## src/rtl/mtr_pkg.sv

```systemverilog
package mtr_pkg;

    typedef enum logic [1:0] {
        MODE_FUNC    = 2'b00,
        MODE_SHIFT   = 2'b01,
        MODE_GEN     = 2'b10,
        MODE_COMPACT = 2'b11
    } mtr_mode_e;

    typedef struct packed {
        mtr_mode_e mode;
        logic      load;
    } mtr_ctl_t;

endpackage

```

## src/rtl/mtr_mode_ctl.sv

```systemverilog
module mtr_mode_ctl
    import mtr_pkg::*;
(
    input  logic      clk,
    input  logic      rst,
    input  mtr_mode_e mode_in,
    output mtr_mode_e mode_q
);

    always_ff @(posedge clk) begin
        if (rst) mode_q <= MODE_FUNC;
        else     mode_q <= mode_in;
    end


    mode_lag_chk: assert property (@(posedge clk) disable iff (rst)
        1'b1 |=> (mode_q == $past(mode_in)));

endmodule

```

## src/rtl/mtr_feedback.sv

```systemverilog
module mtr_feedback #(
    parameter int          WIDTH = 3,
    parameter logic [WIDTH-1:0] TAPS = 3'b101
) (
    input  logic [WIDTH-1:0] state,
    output logic             fb
);

    always_comb fb = ^(state & TAPS);

endmodule

```

## src/rtl/mtr_cell.sv

```systemverilog
module mtr_cell
    import mtr_pkg::*;
(
    input  logic     clk,
    input  logic     rst,
    input  mtr_ctl_t ctl,
    input  logic     seed_bit,
    input  logic     func_bit,
    input  logic     prev_bit,
    output logic     q
);

    always_ff @(posedge clk) begin
        if (rst) begin
            q <= 1'b1;
        end else if (ctl.load) begin
            q <= seed_bit;
        end else begin
            unique case (ctl.mode)
                MODE_FUNC:    q <= func_bit;
                MODE_SHIFT:   q <= prev_bit;
                MODE_GEN:     q <= prev_bit;
                MODE_COMPACT: q <= prev_bit ^ func_bit;
            endcase
        end
    end

endmodule

```

## src/rtl/mtr_sig_cmp.sv

```systemverilog
module mtr_sig_cmp
    import mtr_pkg::*;
#(
    parameter int WIDTH = 3
) (
    input  logic [WIDTH-1:0] state,
    input  logic [WIDTH-1:0] expected,
    input  mtr_mode_e        mode,
    output logic             match
);

    always_comb match = (mode == MODE_COMPACT) && (state == expected);

endmodule

```

## src/rtl/mtr_top.sv

```systemverilog
module mtr_top
    import mtr_pkg::*;
#(
    parameter int               WIDTH = 3,
    parameter logic [WIDTH-1:0] TAPS  = 3'b101
) (
    input  logic             clk,
    input  logic             rst,
    input  logic [1:0]       mode_sel,
    input  logic             seed_load,
    input  logic [WIDTH-1:0] par_in,
    input  logic             scan_in,
    input  logic [WIDTH-1:0] exp_sig,
    output logic [WIDTH-1:0] par_out,
    output logic             scan_out,
    output logic             match
);

    localparam int MSB = WIDTH - 1;

    mtr_mode_e        mode_q;
    mtr_ctl_t         ctl;
    logic [WIDTH-1:0] q;
    logic [WIDTH-1:0] prev;
    logic [WIDTH-1:0] seed;
    logic             fb;

    mtr_mode_ctl u_mode (
        .clk     (clk),
        .rst     (rst),
        .mode_in (mtr_mode_e'(mode_sel)),
        .mode_q  (mode_q)
    );

    mtr_feedback #(.WIDTH(WIDTH), .TAPS(TAPS)) u_fb (
        .state (q),
        .fb    (fb)
    );

    always_comb begin
        ctl.mode = mode_q;
        ctl.load = seed_load;
        if (mode_q == MODE_GEN && par_in == '0) seed = '1;
        else                                    seed = par_in;
    end

    always_comb prev[0] = (mode_q == MODE_SHIFT) ? scan_in : fb;

    for (genvar i = 1; i < WIDTH; i++) begin : g_chain
        always_comb prev[i] = q[i-1];
    end

    for (genvar i = 0; i < WIDTH; i++) begin : g_cell
        mtr_cell u_cell (
            .clk      (clk),
            .rst      (rst),
            .ctl      (ctl),
            .seed_bit (seed[i]),
            .func_bit (par_in[i]),
            .prev_bit (prev[i]),
            .q        (q[i])
        );
    end

    mtr_sig_cmp #(.WIDTH(WIDTH)) u_cmp (
        .state    (q),
        .expected (exp_sig),
        .mode     (mode_q),
        .match    (match)
    );

    always_comb begin
        par_out  = q;
        scan_out = q[MSB];
    end


    func_capture_chk: assert property (@(posedge clk) disable iff (rst)
        (mode_q == MODE_FUNC && !seed_load) |=> (q == $past(par_in)));


    scan_shift_chk: assert property (@(posedge clk) disable iff (rst)
        (mode_q == MODE_SHIFT && !seed_load) |=> (q == {$past(q[MSB-1:0]), $past(scan_in)}));


    gen_nonzero_chk: assert property (@(posedge clk) disable iff (rst)
        (mode_q == MODE_GEN && !seed_load && q != '0) |=> (q != '0));


    compact_step_chk: assert property (@(posedge clk) disable iff (rst)
        (mode_q == MODE_COMPACT && !seed_load) |=>
        (q == ({$past(q[MSB-1:0]), $past(fb)} ^ $past(par_in))));


    seed_write_chk: assert property (@(posedge clk) disable iff (rst)
        (seed_load && par_in != '0) |=> (q == $past(par_in)));


    zero_seed_chk: assert property (@(posedge clk) disable iff (rst)
        (seed_load && par_in == '0 && mode_q == MODE_GEN) |=> (q == '1));


    match_mode_chk: assert property (@(posedge clk) disable iff (rst)
        (mode_q != MODE_COMPACT) |-> !match);

endmodule

```

## config.mk

```make
export PLATFORM = sky130hd
export DESIGN_NAME = mtr_top
export DESIGN_NICKNAME = d
export VERILOG_FILES = /design/src/rtl/mtr_pkg.sv /design/src/rtl/mtr_mode_ctl.sv /design/src/rtl/mtr_feedback.sv /design/src/rtl/mtr_cell.sv /design/src/rtl/mtr_sig_cmp.sv /design/src/rtl/mtr_top.sv
export SDC_FILE = /design/constraint.sdc
export NUM_CORES = 1
export LEC_CHECK = 0
export BUFFER_PORTS_ARGS = -buffer_cell sky130_fd_sc_hd__buf_4
export CORE_MARGIN = 2
export CORE_UTILIZATION = 37
export CTS_BUF_LIST = sky130_fd_sc_hd__clkbuf_8
export DETAILED_ROUTE_END_ITERATION = 16
export SYNTH_ARGS = -nofsm -noshare
export SYNTH_HDL_FRONTEND = slang
export SYNTH_HIERARCHICAL = 1
export SYNTH_SLANG_ARGS = --single-unit
```

## constraint.sdc

```tcl
create_clock -name clk -period 1.4 [get_ports clk]
set_input_delay 0.28 -clock clk [delete_from_list [all_inputs] [get_ports clk]]
set_output_delay 0.28 -clock clk [all_outputs]
set_load 0.02 [all_outputs]
```

---- Yosys cells after proc, flatten, opt, wreduce, memory -nomap -nowiden ----
Cells that the tools add are included.
operators by class
  eq/ne operators ......................... 4
  muxes and demuxes ....................... 8
  bitwise operators ....................... 3
  reductions and logical operators ........ 6
operators by type and width
  kind                                                                   count
  1-bit case mux with 3 select lines                                     3
  2-bit equality test, second input constant                             2
  1-bit 2-to-1 mux                                                       4
  3-bit equality test                                                    1
  3-bit zero test                                                        1
  3-bit 2-to-1 mux                                                       1
  3-bit parity                                                           1
  1-bit XOR                                                              3
  2-bit by 1-bit equality test with 1-bit output, second input constant  1
  1-bit logical AND                                                      2
  2-bit zero test                                                        1
  2-bit OR reduction                                                     1
word-level totals
  register bits ........................... 5
  input bits .............................. 12
  word-level logic and storage cells ...... 25

---- Logic depth before layout (Yosys ltp) ----
  word-level depth ........................ 5
  mapped depth ............................ 5

---- Modules after synthesis ----
The synthesis kept the hierarchy.
by module, submodules not included
  module        instances  cells each  area an instance (µm²)
  mtr_cell      3          12          113.9
  mtr_top       1          10          81.3
  mtr_mode_ctl  1          4           52.6
  mtr_sig_cmp   1          5           42.5
  mtr_feedback  1          1           8.8

---- Worst setup path before layout ----
Ideal clock, no wire load.
  kind .................................... reg-to-output
  start point ............................. register g_cell[0].u_cell.q
  end point ............................... output match
  arrival time ............................ 1.032 ns
  path slack .............................. 0.088 ns
  stages on the path, launching flop included .. 3
  path buffers ............................ 0
  path through ............................ dfxtp_1 xor2_1 nor4_2
on the way
  longest elaborated chain between the ends .. 2
ends and longest elaborated chain
  item                    RTL line           RTL
  start, declared         mtr_cell.sv:10     output logic q
  start signal, assigned  mtr_cell.sv:17     q <= seed_bit;
  start signal, assigned  mtr_cell.sv:20     MODE_FUNC: q <= func_bit;
  start signal, assigned  mtr_cell.sv:21     MODE_SHIFT: q <= prev_bit;
  3-bit equality test     mtr_sig_cmp.sv:12  always_comb match = (mode == MODE_COMPACT) && (state == expected);
  1-bit logical AND       mtr_sig_cmp.sv:12
  end, declared           mtr_top.sv:16      output logic match
Every way passes these cells.

---- Final worst setup path ----
  start point ............................. register u_mode.mode_q[1]
  end point ............................... output match
on the way
  longest elaborated chain between the ends .. 2
ends and longest elaborated chain
  item                    RTL line            RTL
  start, declared         mtr_mode_ctl.sv:7   output mtr_mode_e mode_q
  start signal, assigned  mtr_mode_ctl.sv:12  else mode_q <= mode_in;
  2-bit equality test     mtr_sig_cmp.sv:12
  1-bit logical AND       mtr_sig_cmp.sv:12
Every way passes these cells.

==> key figures <==
Clocking
  – Num CTS Buffers: 3
  – CTS tree: built
  – # hold bufs at CTS: 0
  – Root Driver: clkbuf_8
  – Clock Latency Late Sink: 220 ps
  – Total clock sinks: 5
  – Clock Path Buffers: 2
  – Clock-pin slew on the worst setup and hold paths: 40 ps
  – H-Tree Level Count: 1

Yosys
  – Sequential fraction of the synthesis area: 0.190
  – Area leader, netlist: dfxtp_1
  – Avg Inst Size Synth: 9.41 sq um
  – Top-area cell type share of the netlist area: 0.190
  – Seq cells post-synth: 5
  – Yosys cell types: 20
  – Area of the mapped netlist: 527 sq um
  – YS warnings: 6
  – Synth area leaders: dfxtp_1, ha_1, o211ai_2, nor2b_4, xor2_1
  – Syn Inst Count: 56
  – Syn_nets: 74

Layout
  – Layout area overhead: 38.0%
  – Finished Layout Cells: 92
  – Area occupied by registers: 106 sq um
  – Net count, final: 96
  – Share of post-route cells with drive strength above 1: 0.558
  – Footprint of the multi-input gates: 384 sq um
  – Diode count: 0
  – Finished Cell Area: 727 sq um
  – Fin util: 0.552
  – Filler cell count in the final layout: 127

GRT
  – Grt ovf: 0
  – Vias in the first global route: 431
  – First-pass GRT wire length: 1910 um
  – Largest net degree at the start of global routing: 10
  – Antenna violations before repair: 0
  – GRT Resource Usage Total: 0.145

Pwr
  – VDD IR max: 0.493 mV
  – Pwr dens: 830 nW/um^2
  – Seq pwr share: 0.279
  – Sw frac: 0.292
  – Switching power: 0.000176 W
  – Gate power share: 0.272
  – Internal power: 0.000427 W
  – Clock share of power: 0.449
  – Static Leak: 0.318 nW

Detailed routing
  – Initial drt markers: 3
  – Avg WL per Cell: 12.6 um
  – DRT Pass-1 Iters: 2
  – Routed wire length: 1160 um
  – Final ANT Viol Nets: 0
  – Via count: 461
  – Via density: 5.01
  – # DRC: 0

Place
  – GPL Wtd Cong: 0.708
  – Placed cell count: 88
  – Number of buffers added on ports: 16
  – HPWL after DPL: 854 um
  – DP Area: 673 sq um
  – Dpl ws: 11.6 ps

Min path
  – Hold depth: 2
  – Worst hold-check path type: input port to flip-flop

STA
  – RSZ-0062 raised after global routing: true
  – Post-route clock period utilization: 0.986
  – Worst setup margin: 19.1 ps
  – Worst slew pin tran: 267 ps
  – Max Clock Freq: 0.724 GHz
  – Slew headroom: 0.819
  – Count of final setup violators: 0
  – Fin. Hold Viols: 0
  – Slew Limit Fails: 0
  – Clk_skew: 5.13 ps
  – Post-layout min period: 1380 ps
  – Setup TNS: 0 ps

Setup path
  – WS Path Type: flip-flop to primary output
  – Crit end category: primary output
  – CP Max Fanout: 7
  – Req. time, crit path: 1120 ps
  – Startpoint Class: flip-flop
  – WP data arrival: 1100 ps
  – FF-to-FF path depth: 5

Die
  – Initial core utilization: 0.400
  – Boundary Pins: 17
  – Site row count: 13
  – Die Y: 41.7 um
  – Core Area: 1320 sq um
  – Total die area: 1740 sq um
  – Chip width: 41.7 um

Run
  – Max-cap violation count: 0

Status
  – Status: complete, no violations
-- final timing paths --
path / from / to / slack [ps]
setup reg to reg: u_mode/mode_q[1]$_SDFF_PP0_ / g_cell[0].u_cell/q$_SDFF_PP1_ / 100
hold / removal: rst / u_mode/mode_q[0]$_SDFF_PP0_ / 250
setup / recovery: u_mode/mode_q[1]$_SDFF_PP0_ / match / 20
hold reg to reg: g_cell[1].u_cell/q$_SDFF_PP1_ / g_cell[2].u_cell/q$_SDFF_PP1_ / 640
-- registers in the layout, summed over array words and instances (netlist names) --
name             cells
u_mode/mode_q        2
g_cell.u_cell/q      3
-- power by group through the flow --
stage | Clock (W) | Combinational, W | Sequential, W
after floorplan | 0 | 0.0000910 | 0.000175
after global placement | 0 | 0.000162 | 0.000170
after detailed placement | 0 | 0.000163 | 0.000170
after CTS | 0.000273 | 0.000166 | 0.000167
after global routing | 0.000289 | 0.000181 | 0.000171
final | 0.000271 | 0.000164 | 0.000169
-- synthesized netlist by cell type (all sizes together) --
cell type	n
ha	6
o21bai	2
o21ai	3
o211ai	6
mux2	1
nor2	3
a21oi	3
nor4b	1
xor2	4
or2	1
inv	6
nor4	1
or3b	1
dfxtp	5
nand2	1
buf	3
nor2b	8
and2b	1
-- cell usage in the layout, fill, tap and decap left out --
master	netlist	layout
nor2b_4	3	3
buf_4	3	20
or3b_1	1	1
dfxtp_4	0	1
or2_2	1	1
dfxtp_1	5	2
inv_1	6	7
clkbuf_8	0	3
o211ai_2	6	6
dfxtp_2	0	2
o21bai_1	2	2
nor4_2	1	1
nor2b_1	2	2
xor2_1	4	4
mux2_2	1	1
nor2b_2	3	3
o21ai_1	3	3
nand2_2	0	1
nor4b_1	1	1
and2b_2	1	1
nor2_1	3	3
ha_1	6	6
a21oi_1	3	3
-- critical path, cell delays in order (launching register included) --
cell and delay [ps]:
dfxtp_2 390, nand2_2 70, nor4_2 250, buf_4 180
-- kinds of logic (layout without fill, tap and decap cells) --
kind of cell / Yosys count / count (layout) / share of synthesized area
flops: 5 / 5 / 0.190
mux: 1 / 1 / 0.0214
compound gates: 14 / 14 / 0.228
fa+ha+maj: 6 / 6 / 0.143
xor+xnor: 4 / 4 / 0.0665
simple gates: 17 / 17 / 0.266
buf+inv: 9 / 30 / 0.0855
-- layer usage --
metal | global-route usage | vias to the layer above | routed length, um
li1 | - | 230 | -
met1 | 0.177 | 213 | 530
met2 | 0.234 | 18 | 540
met3 | 0.0565 | 0 | 88
met4 | 0.0387 | 0 | 0
met5 | 0 | - | 0
-- timing repair --
action	in CTS	in global routing
pin swaps	1	1
resized for setup	3	2
setup endpoints to repair	1	1
buffers inserted	0	0
-- metrics by stage --
stage	power (W)	hold WS [ps]
final	0.000604	246
after global routing	0.000641	256
after CTS	0.000606	243
after detailed placement	0.000333	489
after global placement	0.000331	485
after floorplan	0.000266	352
-- layout make-up --
cell class,count,share of cell area
repair buffers,20,0.207
well taps,15,0.0258
inverters,6,0.0310
clock buffers,3,0.0568
multi-input cells,42,0.528
flip-flops and latches,5,0.146
clock inverters,1,0.00516
Power figures use the tool's default switching activity.
